$ cat config.mk
export PLATFORM = sky130hd
export DESIGN_NAME = dram_refresh_planner
export DESIGN_NICKNAME = d
export VERILOG_FILES = /design/src/rtl/rfsh_pkg.sv /design/src/rtl/rfsh_datapath.sv /design/src/rtl/rfsh_control.sv /design/src/rtl/dram_refresh_planner.sv
export SDC_FILE = /design/constraint.sdc
export NUM_CORES = 1
export LEC_CHECK = 0
export CAP_MARGIN = 20
export CORE_AREA = 2 2 79 62
export CTS_CLUSTER_DIAMETER = 200
export DETAILED_ROUTE_END_ITERATION = 8
export DIE_AREA = 0 0 81 64
export MAX_ROUTING_LAYER = met4
export PLACE_DENSITY = 0.61
export SYNTH_ARGS = -nofsm -noshare
export SYNTH_HDL_FRONTEND = slang
export SYNTH_SLANG_ARGS = --single-unit
$ cat constraint.sdc
create_clock -name clk -period 3.2 [get_ports clk]
set_clock_uncertainty 0.1 [all_clocks]
set_input_delay 0.64 -clock clk [delete_from_list [all_inputs] [get_ports clk]]
set_output_delay 0.64 -clock clk [all_outputs]
set_load 0.05 [all_outputs]
$ cat src/rtl/rfsh_pkg.sv
package rfsh_pkg;

  // Strobes from control to datapath
  typedef struct packed {
    logic issue;      // REFRESH taken this cycle
  } rfshStrobe_t;

  // Status from datapath to control
  typedef struct packed {
    logic debtAny;    // debt >= 1
    logic debtBusy;   // debt >= busy request level
    logic urgent;     // debt >= postponement limit
    logic paceOk;     // pacing spacing satisfied
    logic rfcIdle;    // recovery window closed
  } rfshStatus_t;

  typedef enum logic [0:0] {
    ST_WAIT = 1'b0,
    ST_REQ  = 1'b1
  } rfshState_t;

endpackage

$ cat src/rtl/rfsh_datapath.sv
module rfsh_datapath
  import rfsh_pkg::*;
#(
  parameter int REFI_NORM_CYC = 1560,
  parameter int REFI_HOT_CYC  = 780,
  parameter int RFC_CYC       = 52,
  parameter int MAX_POSTPONE  = 8,
  parameter int BURST_LIMIT   = 16,
  parameter int BUSY_REQ_LVL  = 1
) (
  input  logic        clk,
  input  logic        rstN,
  input  logic        hotMode,
  input  rfshStrobe_t strobe,
  output rfshStatus_t status,
  output logic        refUrgent,
  output logic        rfcBusy
);

  localparam int TIMER_W  = $clog2(REFI_NORM_CYC + 1);
  localparam int DEBT_MAX = MAX_POSTPONE + 1;
  localparam int DEBT_W   = $clog2(DEBT_MAX + 1);
  localparam int GAP_NORM = (2 * REFI_NORM_CYC + BURST_LIMIT - 1) / BURST_LIMIT;
  localparam int GAP_HOT  = (2 * REFI_HOT_CYC + BURST_LIMIT - 1) / BURST_LIMIT;
  localparam int GAP_W    = $clog2(GAP_NORM + 1);
  localparam int RFC_W    = $clog2(RFC_CYC + 1);

  localparam logic [TIMER_W-1:0] NORM_LAST = TIMER_W'(REFI_NORM_CYC - 1);
  localparam logic [TIMER_W-1:0] HOT_LAST  = TIMER_W'(REFI_HOT_CYC - 1);
  localparam logic [DEBT_W-1:0]  DEBT_TOP  = DEBT_W'(DEBT_MAX);
  localparam logic [DEBT_W-1:0]  URG_LVL   = DEBT_W'(MAX_POSTPONE);
  localparam logic [DEBT_W-1:0]  BUSY_LVL  = DEBT_W'(BUSY_REQ_LVL);
  localparam logic [GAP_W-1:0]   GAP_N_LD  = GAP_W'(GAP_NORM - 1);
  localparam logic [GAP_W-1:0]   GAP_H_LD  = GAP_W'(GAP_HOT - 1);
  localparam logic [RFC_W-1:0]   RFC_LD    = RFC_W'(RFC_CYC);

  logic [TIMER_W-1:0] intervalCnt;
  logic [DEBT_W-1:0]  debt;
  logic [GAP_W-1:0]   gapCnt;
  logic [RFC_W-1:0]   rfcCnt;
  logic               tick;
  logic [TIMER_W-1:0] refiLast;

  // Interval timer: counts up so a mode change applies at once
  assign refiLast = hotMode ? HOT_LAST : NORM_LAST;
  assign tick     = (intervalCnt >= refiLast);

  always_ff @(posedge clk or negedge rstN) begin
    if (!rstN)     intervalCnt <= '0;
    else if (tick) intervalCnt <= '0;
    else           intervalCnt <= intervalCnt + 1'b1;
  end

  // Debt counter, saturating at DEBT_MAX
  always_ff @(posedge clk or negedge rstN) begin
    if (!rstN) begin
      debt <= '0;
    end else begin
      unique case ({tick, strobe.issue})
        2'b10:   if (debt != DEBT_TOP) debt <= debt + 1'b1;
        2'b01:   if (debt != '0)       debt <= debt - 1'b1;
        default: debt <= debt;
      endcase
    end
  end

  // Pacing counter: minimum spacing between refreshes
  always_ff @(posedge clk or negedge rstN) begin
    if (!rstN)              gapCnt <= '0;
    else if (strobe.issue)  gapCnt <= hotMode ? GAP_H_LD : GAP_N_LD;
    else if (gapCnt != '0)  gapCnt <= gapCnt - 1'b1;
  end

  // Recovery window counter
  always_ff @(posedge clk or negedge rstN) begin
    if (!rstN)              rfcCnt <= '0;
    else if (strobe.issue)  rfcCnt <= RFC_LD;
    else if (rfcCnt != '0)  rfcCnt <= rfcCnt - 1'b1;
  end

  assign rfcBusy   = (rfcCnt != '0);
  assign refUrgent = (debt >= URG_LVL);

  always_comb begin
    status.debtAny  = (debt != '0);
    status.debtBusy = (debt >= BUSY_LVL);
    status.urgent   = refUrgent;
    status.paceOk   = (gapCnt == '0);
    status.rfcIdle  = !rfcBusy;
  end

  // a refresh is only taken against outstanding debt
  p_issue_has_debt_r9: assert property (@(posedge clk) disable iff (!rstN)
    strobe.issue |-> (debt != '0));

  // debt climbs at most one per cycle and stays within its ceiling
  p_debt_step_r9: assert property (@(posedge clk) disable iff (!rstN)
    1'b1 |=> (({1'b0, debt} <= ({1'b0, $past(debt)} + 1'b1)) && (debt <= DEBT_TOP)));

  // pacing spacing has elapsed whenever a refresh is taken
  p_pace_r7: assert property (@(posedge clk) disable iff (!rstN)
    strobe.issue |-> (gapCnt == '0));

  // recovery window opens after every refresh
  p_rfc_open_r6: assert property (@(posedge clk) disable iff (!rstN)
    strobe.issue |=> rfcBusy);

endmodule

$ cat src/rtl/rfsh_control.sv
module rfsh_control
  import rfsh_pkg::*;
(
  input  logic        clk,
  input  logic        rstN,
  input  logic        arbIdle,
  input  logic        refGrant,
  input  rfshStatus_t status,
  output rfshStrobe_t strobe,
  output logic        refReq,
  output logic        refIssue
);

  rfshState_t state, stateNxt;
  logic       reqCond;

  // Idle arbiter: pay back any debt; busy arbiter: only at busy level or urgent
  assign reqCond = status.rfcIdle && status.paceOk && status.debtAny &&
                   (arbIdle || status.debtBusy || status.urgent);

  always_comb begin
    stateNxt = state;
    unique case (state)
      ST_WAIT: if (reqCond)  stateNxt = ST_REQ;
      ST_REQ:  if (refGrant) stateNxt = ST_WAIT;
      default: stateNxt = ST_WAIT;
    endcase
  end

  always_ff @(posedge clk or negedge rstN) begin
    if (!rstN) state <= ST_WAIT;
    else       state <= stateNxt;
  end

  assign refReq       = (state == ST_REQ);
  assign refIssue     = refReq && refGrant;
  assign strobe.issue = refIssue;

  // an ungranted request is held
  p_hold_req_r5: assert property (@(posedge clk) disable iff (!rstN)
    (refReq && !refGrant) |=> refReq);

  // no refresh while the recovery window is open
  p_quiet_rfc_r6: assert property (@(posedge clk) disable iff (!rstN)
    !status.rfcIdle |-> !refIssue);

endmodule

$ cat src/rtl/dram_refresh_planner.sv
module dram_refresh_planner
  import rfsh_pkg::*;
#(
  parameter int REFI_NORM_CYC = 1560,
  parameter int REFI_HOT_CYC  = 780,
  parameter int RFC_CYC       = 52,
  parameter int MAX_POSTPONE  = 8,
  parameter int BURST_LIMIT   = 16,
  parameter int BUSY_REQ_LVL  = 1
) (
  input  logic clk,
  input  logic rstN,
  input  logic hotMode,
  input  logic arbIdle,
  input  logic refGrant,
  output logic refReq,
  output logic refUrgent,
  output logic refIssue,
  output logic rfcBusy
);

  rfshStrobe_t strobe;
  rfshStatus_t status;

  rfsh_datapath #(
    .REFI_NORM_CYC(REFI_NORM_CYC),
    .REFI_HOT_CYC (REFI_HOT_CYC),
    .RFC_CYC      (RFC_CYC),
    .MAX_POSTPONE (MAX_POSTPONE),
    .BURST_LIMIT  (BURST_LIMIT),
    .BUSY_REQ_LVL (BUSY_REQ_LVL)
  ) dp_i (
    .clk      (clk),
    .rstN     (rstN),
    .hotMode  (hotMode),
    .strobe   (strobe),
    .status   (status),
    .refUrgent(refUrgent),
    .rfcBusy  (rfcBusy)
  );

  rfsh_control ctl_i (
    .clk     (clk),
    .rstN    (rstN),
    .arbIdle (arbIdle),
    .refGrant(refGrant),
    .status  (status),
    .strobe  (strobe),
    .refReq  (refReq),
    .refIssue(refIssue)
  );

endmodule

==> results of run 1 <==
-- critical path: cells and delay by family --
| kind | cells | cell delay (ps) |
|---|---|---|
| adder cells (fa/ha/maj) | 2 | 400 |
| AO/OA/AOI/OAI | 3 | 450 |
| AND/OR/NAND/NOR | 3 | 710 |
| buffers and inverters | 2 | 620 |
| multiplexers | 1 | 230 |
-- synthesized netlist by cell type (2+ instances only) --
library cell,number
a31o_2,2
nor2_1,25
or3_1,2
inv_1,13
a211oi_1,2
clkbuf_1,2
nand4b_1,2
xnor2_1,10
o21ai_0,7
xor2_1,6
a21oi_1,6
ha_1,14
nor3_1,5
mux2i_1,5
nand2_1,12
or4_1,2
a31oi_1,3
dfrtp_1,30
nand3_1,10
-- registers in the layout, indices dropped and copies added, names as in the netlist --
name and flops:
ctl_i.refReq 1, dp_i.debt 4, dp_i.intervalCnt 11, dp_i.rfcCnt 6, dp_i.gapCnt 8
-- layout make-up --
cell class | instances | area, sq um | area share, %
clock buffers | 5 | 68.8 | 3.41
well taps | 57 | 71.3 | 3.54
flip-flops and latches | 30 | 751 | 37.2
repair buffers | 15 | 140 | 6.95
multi-input cells | 129 | 896 | 44.4
clock inverters | 3 | 40.0 | 1.99
inverters | 13 | 48.8 | 2.42
-- routing by layer --
| metal | share of wire (%) | GRT usage (%) | wire [um] | vias up |
|---|---|---|---|---|
| li1 | - | - | - | 648 |
| met1 | 51 | 19.4 | 1680 | 640 |
| met2 | 45 | 22.1 | 1480 | 14 |
| met3 | 2.6 | 4.24 | 88 | 8 |
| met4 | 2.1 | 6.99 | 70 | 0 |
| met5 | 0 | - | 0 | - |
-- cells in the final DEF, fill, tap and decap left out, types with 7 or more instances in the layout --
master / netlist / routed
xnor2_1: 10 / 10
inv_1: 13 / 13
buf_4: 0 / 8
nand3_1: 10 / 10
dfrtp_1: 30 / 30
o21ai_0: 7 / 7
nor2_1: 25 / 25
nand2_1: 12 / 12
ha_1: 14 / 14
-- power by group through the flow --
stage | Combinational, W | Sequential [W] | Clock [W]
after CTS | 0.000380 | 0.000605 | 0.000389
after detailed placement | 0.000374 | 0.000612 | 0
final | 0.000373 | 0.000605 | 0.000375
after floorplan | 0.000300 | 0.000583 | 0
after global placement | 0.000357 | 0.000600 | 0
after global routing | 0.000429 | 0.000627 | 0.000401
-- final timing paths --
| check | to | cells past startpoint | slack, ps | from |
|---|---|---|---|---|
| worst max-delay path | dp_i.debt[0] | 11 | 240 | hotMode |
| worst min register to register | ctl_i.refReq | 1 | 420 | ctl_i.refReq |
| worst min-delay path | ctl_i.refReq | 1 | 420 | ctl_i.refReq |
| min in group asynchronous | dp_i.gapCnt[2] | 2 | 650 | rstN |
| worst max register to register | dp_i.debt[0] | 10 | 700 | dp_i.intervalCnt[4] |
| max in group asynchronous | dp_i.intervalCnt[7] | 2 | 2070 | rstN |
-- cells by family (layout without fill, tap and decap cells) --
kind of cell	count (synthesis)	count (layout)	share of synthesized area, %
compound gates	27	27	10.5
buf+inv	16	36	3.94
xor+xnor	16	16	8.17
mux	5	5	2.92
fa+ha+maj	14	14	10.2
simple gates	67	67	20.4
flops	30	30	43.8
-- stage by stage --
stage | cell area (sq um) | total power, W | setup WS [ps] | utilization, %
after floorplan | 1710 | 0.000883 | 373 | -
after global placement | 1910 | 0.000957 | 18.0 | 43.7
after detailed placement | 1910 | 0.000986 | -69.7 | 43.7
after CTS | 2020 | 0.00137 | 230 | 46.2
after global routing | 2020 | 0.00146 | 66.4 | 46.2
final | 2020 | 0.00135 | 243 | 46.2
==> qor.txt, run 1 <==
Layout area overhead = 17.6%
Post-CTS Setup Inserts = 0
crit path max-delay cell type = clkdlybuf4s50_1
Critical Path End Type = flop
antenna viol nets, final = 0
die width = 81 um
Synthesized Nets = 194
Net Sw Frac = 34.5%
syn_area_per_cell = 9.80 sq um
Worst path most repeated cell = ha_1
CP Launch Type = input port
core area = 4360 sq um
synth top area cells = dfrtp_1 (44%), ha_1 (10%), nor2_1 (5.5%)
Routed wire per std cell = 13.2 um
Synth async-reset ratio = 100%
final hold slack = 423 ps
share of cells above drive strength 1 = 12.3%
GRT overflow = 0
Vias/cell = 5.20
clock share of power = 27.7%
Leakage = 0.881 nW
H-tree depth = 2
Setup CP Type = input port to flop
Chip Height = 64 um
initial antenna violation count = 0
Slowest Stage Delay on Critical Path = 480 ps
Max VDD drop = 302 uV
placed cell count = 244
Ant. Diodes = 0
post-layout min period = 2960 ps
Port Buf Inserts = 7
Final Setup Violations = 0
cells after synthesis = 175
#FFs+latches synth = 30
top cell type's share of synthesized area = 43.8%
Yosys top cell by area = dfrtp_1
max-cap viol count = 0
number of cells upsized or downsized after cts = 0
gpl congestion = 0.799
WP data arrival = 3060 ps
largest net degree at the start of global routing = 31
worst slew pin tran = 512 ps
DR vias = 1310
die area = 5180 sq um
status = finished, final reports clean
Setup TNS = 0 ps
Routed WL = 3.32 mm
Layout Nets = 213
Unique masters post-synth = 36
post-DP HPWL = 2.43 mm
total net switching power = 0.000467 W
internal power = 0.000886 W
vias in the first global route = 1281
FMAX = 338 MHz
row count = 21
required time worst endpoint = 3300 ps
RSZ-0062 raised after global routing = no
CTS root buffer = clkbuf_8
Fill cells = 438
Post-Syn Area = 1710 sq um
Logic pwr share = 27.6%
CTS Hold Buffers Added = 0
Hold Path Class = flop to flop
Finished Layout Cells = 252
CTS buffer count = 5
top_reg_cell synth = dfrtp_1
I/O pin count = 9
Max Slew Vio Count = 0
Total GRT Usage = 15.1%
initial drt markers = 47
power density cells = 671 nW/um^2
TritonCTS clock tree = yes
Sequential Power Share = 44.7%
DRT Pass-1 Iters = 4
worst path cell trace = clkdlybuf4s50_1 -> ha_1 -> or4_4 -> a211oi_2 -> o21ai_2 -> buf_4 -> ha_1 -> nand3_1 -> a21oi_1 -> nor2_1 -> mux2i_1
Starting Density = 39.3%
Max clock buf depth = 2
fin crit share = 92.4%
Slew HR = 65.0%
Post-synth EDFFs = 0
critical path fanouts, max = 4
final hold vios = 0
Clock Pin Slew Worst Setup and Hold Paths = 70 ps
Ys Warns = 0
sequential area share after synthesis = 43.8%
clock sink count = 30
DRC = 0
clock latency at the later pin of the worst-skew pair = 280 ps
global-route wire length before repair = 5.78 mm
No activity file was read; power rests on OpenSTA's default activity.
==> run 2: changes to the inputs <==
Settings changed: SETUP_SLACK_MARGIN from default to 0.3.
==> qor.txt, run 2 (synthesis results as in run 1) <==
Routed WL = 3.39 mm
Logic pwr share = 27.6%
Setup TNS = 0 ps
antenna viol nets, final = 0
I/O pin count = 9
fin crit share = 84.4%
core area = 4360 sq um
Worst path most repeated cell = ha_1
gpl congestion = 0.799
internal power = 0.000886 W
FF-to-FF setup slack = 770 ps
Vias/cell = 5.26
Max Slew Vio Count = 0
Ant. Diodes = 0
Biggest register = dp_i.intervalCnt
clock share of power = 27.8%
Fill cells = 441
share of cells above drive strength 1 = 13.8%
max-cap viol count = 0
worst path cell trace = dlygate4sd2_1 -> buf_4 -> ha_1 -> a31o_2 -> a211oi_2 -> o21ai_2 -> inv_1 -> ha_1 -> and4b_1 -> a31oi_1 -> nor3_1 -> xor2_1
Largest regs = dp_i.intervalCnt: 11 flops, dp_i.gapCnt: 8 flops, dp_i.rfcCnt: 6 flops
CP Launch Type = input port
Hold Path Class = flop to flop
post-layout min period = 2700 ps
Leakage = 0.885 nW
fin util = 46.5%
Post-CTS Setup Inserts = 0
reg2reg start = dp_i.intervalCnt[4]
clock latency at the later pin of the worst-skew pair = 280 ps
required time worst endpoint = 3260 ps
DR vias = 1325
worst slew pin tran = 512 ps
Slew HR = 65.0%
hold path start = ctl_i.refReq
Sequential Power Share = 44.7%
total net switching power = 0.000468 W
Slowest Stage Delay on Critical Path = 300 ps
crit path from = hotMode
Total GRT Usage = 15.4%
max reg flops = 11
Net Sw Frac = 34.6%
pre-CTS WS = -69.7 ps
CTS buffer count = 5
Max VDD drop = 302 uV
Setup CP Type = input port to flop
WP data arrival = 2760 ps
crit path max-delay cell type = ha_1
power density cells = 668 nW/um^2
Max clock buf depth = 2
setup ws final = 500 ps
die area = 5180 sq um
final instance area = 2030 sq um
Final Setup Violations = 0
Layout Nets = 213
commonest non-fill, non-tap cell in the layout = dfrtp_1
DRC = 0
status = finished, final reports clean
Starting Density = 39.3%
GRT overflow = 0
initial drt markers = 53
Routed wire per std cell = 13.5 um
placed inst area = 1910 sq um
FMAX = 370 MHz
die width = 81 um
TritonCTS clock tree = yes
CTS Hold Buffers Added = 0
initial antenna violation count = 0
largest net degree at the start of global routing = 31
CTS root buffer = clkbuf_8
post-DP HPWL = 2.43 mm
RSZ-0062 raised after global routing = no
clock sink count = 30
commonest non-fill, non-tap cells in the layout = dfrtp_1 (30), nor2_1 (24), ha_1 (14), inv_1 (13), nand2_1 (12)
critical path fanouts, max = 4
Port Buf Inserts = 7
Critical Path End Type = flop
vias in the first global route = 1302
H-tree depth = 2
Pwr Total = 0.00135 W
final hold vios = 0
global-route wire length before repair = 5.87 mm
row count = 21
Chip Height = 64 um
Clock Pin Slew Worst Setup and Hold Paths = 60 ps
DRT Pass-1 Iters = 4
Layout area overhead = 18.3%
## run 2: cell count changes in the layout (fill, tap and decap cells not counted)
cell,previous run,this run
nor3b_1,1,0
nor3b_2,0,1
nor2_1,25,24
nor2_2,0,1
a21oi_1,6,5
dlygate4sd2_1,0,1
clkdlybuf4s50_1,6,4
a21oi_2,0,1
dlymetal6s2s_1,0,1
## run 2: critical path, delay by kind of cell
| kind | cells | cell delay (ps) |
|---|---|---|
| xor gates and xnor gates | 1 | 140 |
| buffers and inverters | 3 | 510 |
| adders and majority gates | 2 | 490 |
| AOI/OAI and AO/OA | 4 | 690 |
| and+or+nand+nor | 2 | 280 |
## run 2: final cells by class
class                   count  area [sq um]  area share (%)
clock buffers               5          68.8            3.39
clock inverters             3          40.0            1.97
inverters                  13          48.8            2.41
multi-input cells         129           907            44.7
flip-flops and latches     30           751            37.0
well taps                  57          71.3            3.52
repair buffers             15           141            6.97
## run 2: what timing repair did
item | CTS | global route
pin swaps | 2 | 1
resized for setup | 4 | 1
endpoints found under the setup margin | 3 | 2
## run 2: final timing paths
check | end | cells past startpoint
hold / removal | ctl_i.refReq | 1
setup reg to reg | dp_i.debt[3] | 10
hold reg to reg | ctl_i.refReq | 1
max in group asynchronous | dp_i.intervalCnt[7] | 2
setup / recovery | dp_i.debt[3] | 12
min in group asynchronous | dp_i.gapCnt[2] | 2
## run 2: power groups by stage
stage | logic [W] | clock network, W | registers (W)
after global placement | 0.000357 | 0 | 0.000600
after detailed placement | 0.000374 | 0 | 0.000612
after CTS | 0.000379 | 0.000389 | 0.000606
after floorplan | 0.000300 | 0 | 0.000583
after global routing | 0.000428 | 0.000401 | 0.000628
final | 0.000373 | 0.000376 | 0.000605
## run 2: metrics by stage
step	cells	hold slack, ps
global route	252	451
global placement	244	400
floorplan	175	244
finish	252	421
CTS	252	423
detailed placement	244	413
## run 2: layer usage
metal	vias up	track usage, %	share of wire [%]
met3	8	4.24	3.3
met4	0	6.99	2.1
li1	650	-	-
met2	19	23.0	45
met1	648	19.3	49
met5	-	-	0
